### src/rtl/cmp_alarm_pkg.sv
package cmp_alarm_pkg;

  localparam int unsigned TIME_W_DEF = 32;
  localparam int unsigned LATE_WIN_DEF = 125000;

  typedef enum logic [1:0] {
    FLAG_HOLD = 2'd0,
    FLAG_RAISE = 2'd1,
    FLAG_DROP = 2'd2
  } flag_op_e;

endpackage

### src/rtl/cmp_match.sv
module cmp_match #(
  parameter int unsigned TW = 32,
  parameter int unsigned LATE_WIN = 125000
) (
  input  logic          clk,
  input  logic          rst,
  input  logic [TW-1:0] time_val,
  input  logic          time_tick,
  input  logic          cmp_wr,
  input  logic [TW-1:0] cmp_wdata,
  input  logic          armed_q,
  input  logic          first_eval,
  output logic          hit
);

  localparam logic [TW-1:0] WIN_W = TW'(LATE_WIN);

  logic [TW-1:0] target_q;
  logic [TW-1:0] lateness;
  logic          eval_now;

  always_ff @(posedge clk) begin
    if (rst) target_q <= '0;
    else if (cmp_wr) target_q <= cmp_wdata;
  end

  always_comb begin
    lateness = time_val - target_q;
    eval_now = time_tick | first_eval;
    hit = armed_q & eval_now & (lateness <= WIN_W);
  end


  far_miss_chk: assert property (@(posedge clk) disable iff (rst)
    (time_val - target_q > WIN_W) |-> !hit);


  no_tick_chk: assert property (@(posedge clk) disable iff (rst)
    (!time_tick && !first_eval) |-> !hit);

endmodule

### src/rtl/cmp_arm_ctrl.sv
module cmp_arm_ctrl (
  input  logic clk,
  input  logic rst,
  input  logic cmp_wr,
  input  logic arm_req,
  input  logic disarm_req,
  input  logic hit,
  output logic armed_q,
  output logic first_eval,
  output logic fire
);

  logic unused_arm_req;
  assign unused_arm_req = arm_req;

  assign fire = hit & ~cmp_wr;

  always_ff @(posedge clk) begin
    if (rst) begin
      armed_q <= 1'b0;
      first_eval <= 1'b0;
    end else begin
      first_eval <= cmp_wr;
      if (cmp_wr) armed_q <= 1'b1;
      else if (fire || disarm_req) armed_q <= 1'b0;
    end
  end


  wr_arms_chk: assert property (@(posedge clk) disable iff (rst)
    cmp_wr |=> armed_q);


  arm_ignored_chk: assert property (@(posedge clk) disable iff (rst)
    (arm_req && !cmp_wr && !armed_q) |=> !armed_q);


  disarm_chk: assert property (@(posedge clk) disable iff (rst)
    (disarm_req && !cmp_wr) |=> !armed_q);


  one_shot_chk: assert property (@(posedge clk) disable iff (rst)
    $rose(armed_q) |-> $past(cmp_wr));

endmodule

### src/rtl/cmp_flag.sv
module cmp_flag
  import cmp_alarm_pkg::*;
(
  input  logic clk,
  input  logic rst,
  input  logic fire,
  input  logic ev_set,
  input  logic ev_clr,
  input  logic cmp_wr,
  output logic event_q,
  output logic status_q
);

  flag_op_e op;

  always_comb begin
    if (fire || ev_set) op = FLAG_RAISE;
    else if (ev_clr || cmp_wr) op = FLAG_DROP;
    else op = FLAG_HOLD;
  end

  always_ff @(posedge clk) begin
    if (rst) begin
      event_q <= 1'b0;
      status_q <= 1'b0;
    end else begin
      event_q <= fire | ev_set;
      case (op)
        FLAG_RAISE: status_q <= 1'b1;
        FLAG_DROP: status_q <= 1'b0;
        default: status_q <= status_q;
      endcase
    end
  end


  status_hold_chk: assert property (@(posedge clk) disable iff (rst)
    (!fire && !ev_set && !ev_clr && !cmp_wr) |=> $stable(status_q));


  set_raise_chk: assert property (@(posedge clk) disable iff (rst)
    ev_set |=> (event_q && status_q));

endmodule

### src/rtl/cmp_alarm_top.sv
module cmp_alarm_top #(
  parameter int unsigned TW = cmp_alarm_pkg::TIME_W_DEF,
  parameter int unsigned LATE_WIN = cmp_alarm_pkg::LATE_WIN_DEF
) (
  input  logic          clk,
  input  logic          rst,
  input  logic [TW-1:0] time_val,
  input  logic          time_tick,
  input  logic          cmp_wr,
  input  logic [TW-1:0] cmp_wdata,
  input  logic          arm_req,
  input  logic          disarm_req,
  input  logic          ev_set,
  input  logic          ev_clr,
  output logic          armed,
  output logic          event_pulse,
  output logic          raw_status
);

  logic armed_q;
  logic first_eval;
  logic hit;
  logic fire;

  cmp_match #(.TW(TW), .LATE_WIN(LATE_WIN)) match_i (
    .clk(clk), .rst(rst), .time_val(time_val), .time_tick(time_tick),
    .cmp_wr(cmp_wr), .cmp_wdata(cmp_wdata), .armed_q(armed_q),
    .first_eval(first_eval), .hit(hit)
  );

  cmp_arm_ctrl arm_i (
    .clk(clk), .rst(rst), .cmp_wr(cmp_wr), .arm_req(arm_req),
    .disarm_req(disarm_req), .hit(hit), .armed_q(armed_q),
    .first_eval(first_eval), .fire(fire)
  );

  cmp_flag flag_i (
    .clk(clk), .rst(rst), .fire(fire), .ev_set(ev_set), .ev_clr(ev_clr),
    .cmp_wr(cmp_wr), .event_q(event_pulse), .status_q(raw_status)
  );

  assign armed = armed_q;


  event_source_chk: assert property (@(posedge clk) disable iff (rst)
    (event_pulse && !$past(ev_set)) |-> ($past(armed_q) && !armed_q));


  disarm_loses_chk: assert property (@(posedge clk) disable iff (rst)
    (hit && disarm_req && !cmp_wr) |=> (event_pulse && raw_status));


  write_wins_chk: assert property (@(posedge clk) disable iff (rst)
    (hit && cmp_wr && !ev_set) |=> (!event_pulse && armed_q));

endmodule

### config.mk
export PLATFORM = sky130hd
export DESIGN_NAME = cmp_alarm_top
export DESIGN_NICKNAME = d
export VERILOG_FILES = /design/src/rtl/cmp_alarm_pkg.sv /design/src/rtl/cmp_match.sv /design/src/rtl/cmp_arm_ctrl.sv /design/src/rtl/cmp_flag.sv /design/src/rtl/cmp_alarm_top.sv
export SDC_FILE = /design/constraint.sdc
export NUM_CORES = 1
export LEC_CHECK = 0
export ABC_AREA = 0
export BUFFER_PORTS_ARGS = -buffer_cell sky130_fd_sc_hd__clkbuf_2
export CAP_MARGIN = 20
export CORE_ASPECT_RATIO = 1.4
export CORE_MARGIN = 1.5
export CORE_UTILIZATION = 45
export DETAILED_ROUTE_END_ITERATION = 16
export GPL_TIMING_DRIVEN = 0
export PLACE_DENSITY = 0.8
export SLEW_MARGIN = 20
export SYNTH_ARGS = -nofsm -noshare
export SYNTH_HDL_FRONTEND = slang
export SYNTH_HIERARCHICAL = 1
export SYNTH_SLANG_ARGS = --single-unit
### constraint.sdc
create_clock -name clk -period 4.5 [get_ports clk]
set_input_delay 0.9 -clock clk [delete_from_list [all_inputs] [get_ports clk]]
set_output_delay 0.9 -clock clk [all_outputs]
set_load 0.01 [all_outputs]
Word level (Yosys, flattened, before mapping)
Index checks and enable logic that the tools add are counted.
Widths: inputs -> output; s select.
{"block": "word_totals", "word_cells": 25, "in_bits": 72, "ff_bits": 36, "out_inout_bits": 3}
{"block": "op_classes", "magnitude_cmp": 1, "n_eq_ne": 2, "reduce_logical": 5, "bitwise_logic": 6, "add_sub_neg": 1, "muxes": 5}
{"cell": "$le 32x17->1 const B", "count": 1}
{"cell": "$sub 32x32->32", "count": 1}
{"cell": "$mux 2", "count": 2}
{"cell": "$reduce_bool 2->1", "count": 2}
{"cell": "$and 1x1->1", "count": 3}
{"cell": "$logic_or 1x1->1", "count": 3}
{"cell": "$eq 2x1->1 const B", "count": 1}
{"cell": "$eq 2x2->1 const B", "count": 1}
{"cell": "$mux 1", "count": 2}
{"cell": "$or 1x1->1", "count": 2}
{"cell": "$pmux 1 s2", "count": 1}
{"cell": "$not 1->1", "count": 1}

Longest topological paths before layout
Gate-level depths: netlist (run 1).
{"block": "logic_depth", "depth_word": 8, "ltp_mapped": 15, "depth_no_buf": 14}

Modules after synthesis
The synthesis (run 1) kept the hierarchy.
{"mod": "cmp_match", "cells_per_inst": 361, "seq_area_each_um2": 640.6, "instances": 1, "area_per_inst_um2": 2906.5}
{"mod": "cmp_arm_ctrl", "cells_per_inst": 6, "seq_area_each_um2": 40.0, "instances": 1, "area_per_inst_um2": 73.8}
{"mod": "cmp_flag", "cells_per_inst": 6, "seq_area_each_um2": 40.0, "instances": 1, "area_per_inst_um2": 61.3}

Least setup slack after synthesis (run 1)
OpenSTA, ideal clock, no wires.
{"block": "synth_path", "kind": "input -> register", "startpoint": "input port time_val[6]", "endpoint": "register arm_i.armed_q", "cell_stages": 13, "setup_time_ns": 0.120, "required_ns": 4.380, "slack_ns": 0.773, "arrival_time_ns": 3.607, "n_path_buf": 1, "path_cell_list": "ha_1 buf_4 nor2_2 or4_4 a311oi_4 nor3_2 a311oi_2 o2111ai_1 a2111oi_2 o2111ai_1 a221oi_2 nor4b_2 or2_1"}
{"block": "synth_via", "elab_chain_len": 6}
{"element": "start, declared", "line": "cmp_alarm_top.sv:7", "text": "input logic [TW-1:0] time_val,"}
{"element": "$sub 32x32->32", "line": "cmp_match.sv:28", "text": "lateness = time_val - target_q;"}
{"element": "$le 32x17->1", "line": "cmp_match.sv:30", "text": "hit = armed_q & eval_now & (lateness <= WIN_W);"}
{"element": "$and 1x1->1", "line": "cmp_match.sv:30"}
{"element": "net hit", "line": "cmp_alarm_top.sv:22", "text": "logic hit;"}
{"element": "$and 1x1->1", "line": "cmp_arm_ctrl.sv:16", "text": "assign fire = hit & ~cmp_wr;"}
{"element": "$logic_or 1x1->1", "line": "cmp_arm_ctrl.sv:25", "text": "else if (fire || disarm_req) armed_q <= 1'b0;"}
{"element": "$reduce_bool 2->1 (no source line)"}
{"element": "end signal, assigned", "line": "cmp_arm_ctrl.sv:20", "text": "armed_q <= 1'b0;"}
{"element": "end signal, assigned", "line": "cmp_arm_ctrl.sv:24", "text": "if (cmp_wr) armed_q <= 1'b1;"}
{"element": "end signal, assigned", "line": "cmp_arm_ctrl.sv:25"}
{"element": "end, declared", "line": "cmp_arm_ctrl.sv:8", "text": "output logic armed_q,"}
The timed path passes the listed nets, and every way through them passes these cells.
A chain may end at the register's enable or synchronous reset.

Worst setup path in the final report (run 1)
{"block": "layout_path", "startpoint": "input port time_val[1]", "endpoint": "register flag_i.status_q"}
{"block": "layout_via", "elab_chain_len": 8, "elab_cells_between_ends": 10, "cone_classes": "add/sub: 1; order compare: 1; eq/ne: 2; mux: 2; bitwise: 2; reduce/logical: 2"}
{"element": "$sub 32x32->32 (*)", "line": "cmp_match.sv:28"}
{"element": "$le 32x17->1 (*)", "line": "cmp_match.sv:30"}
{"element": "$and 1x1->1 (*)", "line": "cmp_match.sv:30"}
{"element": "net hit", "line": "cmp_alarm_top.sv:22"}
{"element": "$and 1x1->1 (*)", "line": "cmp_arm_ctrl.sv:16"}
{"element": "net fire", "line": "cmp_alarm_top.sv:23", "text": "logic fire;"}
{"element": "$logic_or 1x1->1 (*)", "line": "cmp_flag.sv:17", "text": "if (fire || ev_set) op = FLAG_RAISE;"}
{"element": "$mux 2 (*)", "line": "cmp_flag.sv:17"}
{"element": "$eq 2x2->1 / $eq 2x1->1 (equally long branches)", "line": "cmp_flag.sv:28", "text": "case (op)"}
{"element": "$pmux 1 s2 / $reduce_bool 2->1 (equally long branches)"}
{"element": "end signal, assigned", "line": "cmp_flag.sv:31", "text": "default: status_q <= status_q;"}
{"element": "end, declared", "line": "cmp_flag.sv:11", "text": "output logic status_q"}
Mark *: on every way through the listed nets, which the timed path passes. The rest lies on a longest branch.

==> results.py, run 1 <==
metrics = {
    "status": {
        "status": "finished, final reports clean",
    },
    "timing": {
        "post-route-min-period_ps": 4000,
        "final-hold-violation-count": 0,
        "timing.final.setup_violations": 0,
        "timing.slew.headroom_pct": 51.0,
        "post-route-period-util_pct": 88.9,
        "grt_setup_unrepaired": "false",
        "clock-skew-final_ps": 5.60,
        "final-max-slew-violation-count": 0,
        "worstMarginPinSlew_ps": 735,
        "fmax_mhz": 250,
        "setup_total_negative_slack_ps": 0,
    },
    "global_route": {
        "global_route_wire_length_before_repair_um": 11700,
        "global_route.overflow_total": 0,
        "grt_pass1_vias": 2742,
        "grt_antenna_before_repair": 0,
        "pin_count_of_the_biggest_net_entering_global_routing": 13,
        "grt_util_all_layers_pct": 19.9,
    },
    "critical_path": {
        "timing.critical_path.required_ps": 4720,
        "arrival_time_worst_endpoint_ps": 4230,
        "critical_path_sink_type": "flip-flop",
        "crit_fanout": 5,
        "critPathSlowestCell": "o211ai_1",
        "timing.setup.critical_path_class": "primary input to flip-flop",
        "worst_path_largest_cell_delay_ps": 490,
        "path_cells": "clkbuf_2, ha_1, nor2b_1, o211ai_1, a311oi_4, o311a_2, a311oi_2, o2111ai_1, a2111oi_2, o2111ai_1, a221oi_2, nor2b_1, nor2_1, a21oi_1",
        "worst_setup_path_start_kind": "primary input",
    },
    "detailed_routing": {
        "num_vias": 2939,
        "route.detailed.drc": 0,
        "routed_len_inst_um": 13.5,
        "drt_wl_total_um": 7130,
        "number_of_routed_nets_with_antenna_violations": 0,
        "drt_pre_antenna_iters": 5,
        "dr.first_iter.drc_count": 84,
        "post_drt_via_cell_ratio": 5.57,
    },
    "cts": {
        "cts_resized": 0,
        "clk_pin_slew_ps": 80,
        "cts_num_sinks": 36,
        "postCtsSetupRepairBufs": 0,
        "htree_num_levels": 2,
        "cts_hold_buf": 0,
        "clock_insertion_delay_worst_skew_ps": 290,
        "ctsLongestPathBuffers": 2,
        "cts_root_buf": "clkbuf_8",
        "tritoncts": "yes",
        "clock_buffer_count_from_cts": 5,
    },
    "cells_and_area": {
        "n_fill_cell": 640,
        "multiInputGateArea_sq_um": 2120,
        "post_layout_nonfiller_instances": 528,
        "drive_gt1_share_pct": 21.8,
        "finished_layout_cell_area_sq_um": 3590,
        "design.final.nets": 556,
        "ff_latch_area_sq_um": 721,
        "num_antenna_cells": 0,
        "flow.area_growth_from_synthesis_pct": 17.9,
    },
    "floorplanning": {
        "num_io_pins": 75,
        "core_region_area_sq_um": 6570,
        "std_cell_rows": 35,
        "initial_utilization_pct": 46.3,
        "die_area_sq_um": 7270,
        "die_width_um": 72.5,
        "die_height_um": 100,
    },
    "synthesis": {
        "synthesis.area_per_instance_sq_um": 8.15,
        "seq_area_frac_synth_pct": 23.7,
        "synth_top_flop_cell": "dfxtp_1",
        "post_synth_inst_count": 373,
        "synth_cell_type_count": 64,
        "synth_top_cell_area_share_pct": 23.7,
        "synth-edff-count": 0,
        "synthArstFlopShare_pct": 0,
        "synth.largest_area_cell": "dfxtp_1",
        "synthesis.area_sq_um": 3040,
        "postSynthNetCount": 476,
        "synth_seq_cells": 36,
        "yosysWarnings": 6,
        "ys_top_cells_by_area": "dfxtp_1 24%, ha_1 13%, mux2i_1 11%",
    },
    "worst_hold_path": {
        "worstHoldPathType": "flip-flop to flip-flop",
    },
    "power_and_ir_drop": {
        "power_frac_seq_pct": 37.5,
        "ir_drop_mv": 0.170,
        "cellPowerDensity_nw_per_um2": 258,
        "switching_share_pct": 35.1,
        "leakage_uw": 0.00165,
        "combPwrFrac_pct": 37.5,
        "p_clk_share_pct": 25.0,
        "power_switching_uw": 325,
        "cell_internal_pwr_uw": 601,
    },
    "placement": {
        "place.detailed.instances": 520,
        "routabilityCongestion": 0.904,
        "port-buffer-count": 73,
        "placedInstanceArea_sq_um": 3500,
        "dp.final_hpwl_um": 5800,
    },
    "run": {
        "max_cap_violations": 0,
    },
}
-- path summary, 6_finish.rpt --
path	startpoint	endpoint	slack, ps	cells after the start
worst max-delay path	time_val[1]	flag_i/status_q	500	14
worst min-delay path	match_i/target_q[5]	match_i/target_q[5]	490	2
worst max register to register	match_i/target_q[1]	flag_i/status_q	840	14
worst min register to register	match_i/target_q[5]	match_i/target_q[5]	490	2
-- per-layer routing --
| layer | routed length (um) | GRT usage, % | part of all wire [%] | vias to the layer above |
|---|---|---|---|---|
| met1 | 2890 | 21.8 | 40 | 1332 |
| li1 | - | - | - | 1509 |
| met4 | 269 | 10.0 | 3.8 | 0 |
| met2 | 3710 | 36.1 | 52 | 77 |
| met5 | 0 | 0 | 0 | - |
| met3 | 267 | 3.41 | 3.7 | 21 |
-- critical path, delay by kind of cell --
kind                       cells  cell delay (ps)
AOI/OAI and AO/OA              9             2530
and+or+nand+nor                3              400
adders and majority gates      1              300
buffers and inverters          1               90
-- cells in the mapped netlist, types with 7 or more instances --
master and count:
nor2_1 43, inv_1 38, dfxtp_1 36, mux2i_1 34, ha_1 31, a21oi_1 21, nand2_1 18, nand3_1 14
o21ai_0 8, xor2_1 8, o21a_1 7
-- power by group through the flow --
stage          logic [uW]  clock network, uW  registers, uW
6_report              347                231            347
5_1_grt               387                252            350
4_1_cts               346                241            347
3_5_place_dp          342                  0            355
3_3_place_gp          336                  0            353
2_1_floorplan         254                  0            353
-- final cells by class --
cell class	count	share of cell area, %
well taps	74	2.58
flip-flops and latches	36	20.1
inverters	38	3.98
clock buffers	5	1.92
repair buffers	73	10.2
multi-input cells	287	59.2
clock inverters	3	0.523
plain buffers	12	1.50
-- metrics by stage --
stage | setup WS [ps] | hold slack, ps | util (%) | power, uW
finish | 498 | 494 | 54.6 | 926
global route | 275 | 528 | 54.6 | 989
floorplan | 773 | 460 | - | 607
global placement | 238 | 473 | 53.3 | 689
CTS | 557 | 502 | 54.6 | 934
detailed placement | 242 | 484 | 53.3 | 697
-- state kept, by name, indices dropped and copies added, names as in the netlist --
name              flops
flag_i/status_q       1
flag_i/event_q        1
arm_i/armed_q         1
arm_i/first_eval      1
match_i/target_q     32
-- cells by family after synthesis --
group	after synthesis	share of synthesized area, %
AOI/OAI and AO/OA	83	20.7
xor gates and xnor gates	14	4.03
adders and majority gates	31	12.8
buffers and inverters	50	6.46
DFF	36	23.7
muxes	35	11.6
and+or+nand+nor	124	20.9
-- cells in the final DEF (no fill, tap or decap), types with 7 or more instances in the layout --
master / n
nand3_1: 14
o21ai_0: 8
clkbuf_2: 73
nor2_1: 43
inv_1: 38
dfxtp_1: 36
nand2_1: 18
o21a_1: 7
a21oi_1: 21
ha_1: 31
xor2_1: 8
mux2i_1: 34
No activity file was read; power rests on OpenSTA's default activity.
==> run 2: changes to the inputs <==
--- a/config.mk
+++ b/config.mk
@@ -8,12 +8,14 @@
 export ABC_AREA = 0
 export BUFFER_PORTS_ARGS = -buffer_cell sky130_fd_sc_hd__clkbuf_2
 export CAP_MARGIN = 20
+export CELL_PAD_IN_SITES_DETAIL_PLACEMENT = 2
+export CELL_PAD_IN_SITES_GLOBAL_PLACEMENT = 2
 export CORE_ASPECT_RATIO = 1.4
 export CORE_MARGIN = 1.5
-export CORE_UTILIZATION = 45
+export CORE_UTILIZATION = 31
 export DETAILED_ROUTE_END_ITERATION = 16
 export GPL_TIMING_DRIVEN = 0
-export PLACE_DENSITY = 0.8
+export PLACE_DENSITY = 0.91
 export SLEW_MARGIN = 20
 export SYNTH_ARGS = -nofsm -noshare
 export SYNTH_HDL_FRONTEND = slang
==> constraint.sdc (replaced) <==
create_clock -name clk -period 3.73 [get_ports clk]
set_input_delay 0.746 -clock clk [delete_from_list [all_inputs] [get_ports clk]]
set_output_delay 0.746 -clock clk [all_outputs]
set_load 0.01 [all_outputs]
==> run 2 against run 1 <==
Effect of this change:
- total power up 53%
- flip-flop and latch count unchanged
- cell area up 13%
- the flow now finishes with violations (setup timing)
- highest routed layer unchanged
- non-clock buffer count up 15
- first-iteration DRC count up 63%
- largest power group is now combinational logic
- final cell count up 14%
- clock-buffer cell count up 2
- sequential share of layout area down 2.4 points
- combinational power up 59%
- setup slack worse by 710 ps
==> results.py, run 2 (same netlist as run 1, synthesis figures left out) <==
metrics = {
    "detailed_routing": {
        "routed_len_inst_um": 20.8,
        "number_of_routed_nets_with_antenna_violations": 0,
        "route.detailed.drc": 0,
        "num_vias": 3269,
        "drt_wl_total_um": 12500,
        "dr.first_iter.drc_count": 137,
        "post_drt_via_cell_ratio": 5.44,
        "drt_pre_antenna_iters": 4,
    },
    "timing": {
        "fmax_mhz": 253,
        "timing.final.setup_violations": 3,
        "post-route-period-util_pct": 106,
        "grt_setup_unrepaired": "true",
        "post-route-min-period_ps": 3950,
        "timing.final.ws_setup_ps": -217,
        "holdWs_ps": 500,
        "final-max-slew-violation-count": 0,
        "worstMarginPinSlew_ps": 760,
        "final-hold-violation-count": 0,
        "timing.slew.headroom_pct": 49.3,
        "clock-skew-final_ps": 6.73,
    },
    "status": {
        "failed_checks": "setup timing",
        "status": "complete, but fails checks",
    },
    "critical_path": {
        "timing.setup.critical_path_class": "primary input to flip-flop",
        "worst-r2r-cell-count": 15,
        "worst_setup_path_start_kind": "primary input",
        "critical_path_sink_type": "flip-flop",
        "arrival_time_worst_endpoint_ps": 4170,
        "crit_fanout": 8,
        "timing.critical_path.required_ps": 3960,
    },
    "cts": {
        "tritoncts": "yes",
        "htree_num_levels": 2,
        "ctsLongestPathBuffers": 2,
        "cts_root_buf": "clkbuf_16",
        "clk_pin_slew_ps": 60,
        "cts_num_sinks": 36,
        "clock_buffer_count_from_cts": 5,
        "cts_hold_buf": 0,
        "clock_insertion_delay_worst_skew_ps": 290,
    },
    "placement": {
        "place_worst_setup_slack_ps": -549,
        "dp.final_hpwl_um": 8260,
        "port-buffer-count": 73,
        "place.detailed.instances": 578,
        "routabilityCongestion": 0.827,
        "placedInstanceArea_sq_um": 3570,
    },
    "cells_and_area": {
        "n_fill_cell": 1088,
        "registers.top_by_ff_count": "match_i/target_q",
        "layout.cells.most_common_list": "72 x clkbuf_2, 42 x nor2_1, 38 x inv_1",
        "largest_register_ffs": 32,
        "flow.area_growth_from_synthesis_pct": 33.6,
        "finished_layout_cell_area_sq_um": 4060,
        "drive_gt1_share_pct": 29.2,
        "num_antenna_cells": 0,
        "post_layout_nonfiller_instances": 601,
        "final_common_cell": "clkbuf_2",
        "design.final.nets": 571,
    },
    "power_and_ir_drop": {
        "ir_drop_mv": 0.219,
        "leakage_uw": 0.00179,
        "power_uw": 1420,
        "cellPowerDensity_nw_per_um2": 349,
    },
    "global_route": {
        "global_route.overflow_total": 0,
        "grt_util_all_layers_pct": 21.4,
        "grt_antenna_before_repair": 0,
        "grt_pass1_vias": 3507,
        "global_route_wire_length_before_repair_um": 17100,
        "pin_count_of_the_biggest_net_entering_global_routing": 12,
    },
    "floorplanning": {
        "core_region_area_sq_um": 9510,
        "die_width_um": 86.7,
        "std_cell_rows": 42,
        "die_height_um": 120,
        "initial_utilization_pct": 32.0,
        "die_area_sq_um": 10400,
        "num_io_pins": 75,
    },
    "worst_hold_path": {
        "worstHoldPathType": "flip-flop to flip-flop",
        "worstHoldPathCells": 2,
    },
    "run": {
        "max_cap_violations": 0,
    },
}
-- run 2: layer usage --
metal	global-route usage [%]	part of all wire [%]	vias up
li1	-	-	1536
met2	42.2	59	94
met4	10.3	3.2	0
met3	3.62	3.3	27
met1	20.6	35	1612
met5	0	0	-
-- run 2: path summary, 6_finish.rpt --
check                       start                   end  slack (ps)
max                   time_val[7]       flag_i/status_q        -220
min          match_i/target_q[27]  match_i/target_q[27]         500
max reg2reg   match_i/target_q[7]       flag_i/status_q         -90
min reg2reg  match_i/target_q[27]  match_i/target_q[27]         500
-- run 2: timing repair --
| action | CTS | global route |
|---|---|---|
| gates cloned | 0 | 0 |
| endpoints found under the setup margin | 3 | 3 |
| setup buffers | 5 | 10 |
| pin swaps | 7 | 13 |
| gates resized for setup | 9 | 33 |
-- run 2: area by class of cell --
type	count	area (sq um)	share of cell area (%)
Clock buffer	7	143	3.51
Tap cell	132	165	4.06
Clock inverter	1	7.51	0.185
Sequential cell	36	721	17.7
Timing Repair Buffer	88	484	11.9
Multi-Input combinational cell	287	2330	57.4
Buffer	12	67.6	1.66
Inverter	38	143	3.51
-- run 2: where the power goes --
part,switching (uW),internal (uW),leakage (uW),total [uW]
registers,13.1,408,0.000298,421
clock network,181,267,0.0000701,448
logic,317,233,0.00142,550
-- run 2: through the flow --
step	util (%)	TNS [ps]
6_report	42.7	-599
5_1_grt	42.7	-915
4_1_cts	40.0	0
3_5_place_dp	37.6	-1620
3_3_place_gp	37.6	-1320
2_1_floorplan	-	0
-- run 2: worst max-delay path, cell delays in order --
cell,delay [ps]
buf_6,100
ha_4,260
buf_6,130
nand2_2,50
or4_4,530
a311oi_4,440
nor3_2,120
a311oi_2,380
o2111ai_2,210
a2111oi_4,380
o2111ai_2,190
a221oi_4,260
nor2b_1,170
nor2_1,70
a21oi_1,130
==> run 3: changes to the inputs <==
--- a/config.mk
+++ b/config.mk
@@ -15,9 +15,9 @@
 export CORE_UTILIZATION = 31
 export DETAILED_ROUTE_END_ITERATION = 16
 export GPL_TIMING_DRIVEN = 0
+export MAX_ROUTING_LAYER = met4
 export PLACE_DENSITY = 0.91
 export SLEW_MARGIN = 20
 export SYNTH_ARGS = -nofsm -noshare
 export SYNTH_HDL_FRONTEND = slang
-export SYNTH_HIERARCHICAL = 1
 export SYNTH_SLANG_ARGS = --single-unit
==> run 3 against run 2 <==
Effect of this change:
- clock-buffer cell count unchanged
- register-to-register slack improved by 390 ps
- hold slack improved by 8.2 ps
- sequential share of layout area increased by 0.29 points
- utilization decreased by 4.3 points
- sequential power about the same
- the flow now finishes without violations
- area after synthesis increased by 9.1%
- clock skew decreased by 0.98 ps
- critical path depth decreased by 3
- critical path type unchanged
==> results.py, run 3 <==
metrics = {
    "detailed_routing": {
        "number_of_routed_nets_with_antenna_violations": 0,
        "drt_wl_total_um": 12200,
        "route.detailed.drc": 0,
        "dr.first_iter.drc_count": 75,
        "num_vias": 3572,
        "routed_len_inst_um": 18.9,
        "post_drt_via_cell_ratio": 5.53,
        "drt_pre_antenna_iters": 4,
    },
    "power_and_ir_drop": {
        "cellPowerDensity_nw_per_um2": 346,
        "ir_drop_mv": 0.217,
        "leakage_uw": 0.00180,
    },
    "placement": {
        "placedInstanceArea_sq_um": 3850,
        "place_worst_setup_slack_ps": -52.3,
        "port-buffer-count": 71,
        "routabilityCongestion": 0.841,
        "dp.final_hpwl_um": 9810,
    },
    "global_route": {
        "grt_pass1_vias": 4094,
        "global_route_wire_length_before_repair_um": 20100,
        "global_route.overflow_total": 0,
        "pin_count_of_the_biggest_net_entering_global_routing": 12,
        "grt_util_all_layers_pct": 22.9,
        "grt_antenna_before_repair": 0,
    },
    "floorplanning": {
        "die_width_um": 90.5,
        "core_region_area_sq_um": 10400,
        "num_io_pins": 75,
        "std_cell_rows": 44,
        "die_area_sq_um": 11300,
        "initial_utilization_pct": 31.9,
        "die_height_um": 125,
    },
    "status": {
        "status": "finished, final reports clean",
    },
    "timing": {
        "fmax_mhz": 279,
        "timing.final.ws_setup_ps": 150,
        "timing.slew.headroom_pct": 47.4,
        "clock-skew-final_ps": 5.75,
        "final-max-slew-violation-count": 0,
        "timing.final.setup_violations": 0,
        "grt_setup_unrepaired": "false",
        "post-route-min-period_ps": 3580,
        "final-hold-violation-count": 0,
        "post-route-period-util_pct": 96.0,
        "setup_total_negative_slack_ps": 0,
        "worstMarginPinSlew_ps": 788,
    },
    "cells_and_area": {
        "multiInputGateArea_sq_um": 2390,
        "largest_register_ffs": 32,
        "design.final.nets": 610,
        "drive_gt1_share_pct": 18.7,
        "n_fill_cell": 1249,
        "flow.area_growth_from_synthesis_pct": 20.5,
        "ff_latch_area_sq_um": 721,
        "layout.cells.most_common_list": "71 x clkbuf_2, 53 x nor2_1, 41 x inv_1",
        "finished_layout_cell_area_sq_um": 4000,
        "num_antenna_cells": 0,
        "registers.top_by_ff_count": "match_i.target_q",
        "final_common_cell": "clkbuf_2",
    },
    "cts": {
        "postCtsSetupRepairBufs": 0,
        "cts_num_sinks": 36,
        "clk_pin_slew_ps": 60,
        "cts_root_buf": "clkbuf_16",
        "clock_insertion_delay_worst_skew_ps": 290,
        "tritoncts": "yes",
        "clock_buffer_count_from_cts": 5,
        "htree_num_levels": 2,
        "ctsLongestPathBuffers": 2,
    },
    "synthesis": {
        "seq_area_frac_synth_pct": 21.7,
        "postSynthNetCount": 532,
        "synthMostInstantiatedCell": "nor2_1",
        "post_synth_inst_count": 429,
        "synth_seq_cells": 36,
        "synthesis.area_per_instance_sq_um": 7.74,
        "synthesis.area_sq_um": 3320,
        "synth_cell_type_count": 58,
        "synth_top_cell_area_share_pct": 21.7,
        "synth_top_flop_cell": "dfxtp_1",
        "synth.largest_area_cell": "dfxtp_1",
        "yosysWarnings": 0,
        "ys_top_cells_by_area": "dfxtp_1 22%, ha_1 12%, mux2i_1 10%",
        "netlist_top_cells_count": "53 x nor2_1, 41 x inv_1, 36 x dfxtp_1, 33 x a21oi_1, 33 x mux2i_1",
        "synthArstFlopShare_pct": 0,
        "synth-edff-count": 0,
    },
    "critical_path": {
        "critPathSlowestCell": "a2111oi_1",
        "critical_path_sink_type": "flip-flop",
        "worst_path_largest_cell_delay_ps": 510,
        "crit_fanout": 10,
        "timing.critical_path.required_ps": 3920,
        "path_cells": "clkbuf_2, ha_1, nor2b_1, o31a_1, clkbuf_1, o21ai_0, nor4b_1, a31oi_1, a2111oi_1, o311a_1, nand4_1, o311ai_1",
        "timing.setup.critical_path_class": "primary input to flip-flop",
        "worst_setup_path_start_kind": "primary input",
        "arrival_time_worst_endpoint_ps": 3770,
    },
    "run": {
        "max_cap_violations": 0,
    },
    "worst_hold_path": {
        "worstHoldPathType": "flip-flop to flip-flop",
    },
}
run 3: changes by cell type after synthesis, moves of 4 or more:
cell and change:
nand3_1 -4, nor2_1 +10, nand2_1 +14, a31oi_1 +4
a21oi_1 +12, o21ai_0 +8, nor3_1 +4
run 3: logic make-up (layout without fill, tap and decap cells):
family,Yosys count,count (layout),share of synthesized area [%]
buffers and inverters,52,131,6.33
XOR/XNOR,14,14,3.69
multiplexers,34,34,10.3
AND/OR/NAND/NOR,148,148,21.4
flip-flops,36,36,21.7
AO/OA/AOI/OAI,114,114,24.9
adder cells (fa/ha/maj),31,31,11.7
run 3: report_power, final:
part | switching (uW) | internal [uW] | total (uW)
registers | 14.3 | 408 | 422
logic | 311 | 207 | 518
clock network | 179 | 267 | 446
total | 504 | 881 | 1390
run 3: metal layers:
metal | wire, um | GRT usage (%) | vias up | part of all wire, %
met5 | 0 | - | - | 0
met4 | 363 | 8.96 | 0 | 3.0
met3 | 306 | 2.74 | 28 | 2.5
met2 | 6990 | 46.3 | 81 | 57
met1 | 4530 | 21.4 | 1750 | 37
li1 | - | - | 1713 | -
run 3: metrics by stage:
stage	instances	util, %	hold slack (ps)	total power (uW)
6_report	646	38.4	508	1390
5_1_grt	646	38.4	537	1470
3_5_place_dp	638	37.0	490	936
2_1_floorplan	429	-	460	778
3_3_place_gp	638	37.0	474	900
4_1_cts	646	38.4	510	1400
run 3: critical path: cells and delay by family:
kind | cells | cell delay, ps
AO/OA/AOI/OAI | 6 | 1710
AND/OR/NAND/NOR | 3 | 700
buffers and inverters | 2 | 320
adder cells (fa/ha/maj) | 1 | 300
run 3: timing repair:
item,4_1_cts,5_1_grt
hold buffers,0,0
endpoints found under the setup margin,0,3
hold endpoints to repair,0,0
gates resized for setup,0,1
run 3: path summary, 6_finish.rpt:
kind	slack, ps	endpoint	start	cells past startpoint
hold reg to reg	510	match_i.target_q[11]	match_i.target_q[11]	2
setup / recovery	150	flag_i.status_q	time_val[1]	12
setup reg to reg	300	flag_i.status_q	match_i.target_q[1]	12
hold / removal	510	match_i.target_q[11]	match_i.target_q[11]	2
run 3: final cells by class:
class | instances | area share, %
inverter | 41 | 3.85
buffer | 11 | 1.41
timing repair buffer | 71 | 8.89
tap | 138 | 4.32
multi-input combinational | 341 | 59.8
clock inverter | 1 | 0.188
sequential | 36 | 18.0
clock buffer | 7 | 3.57
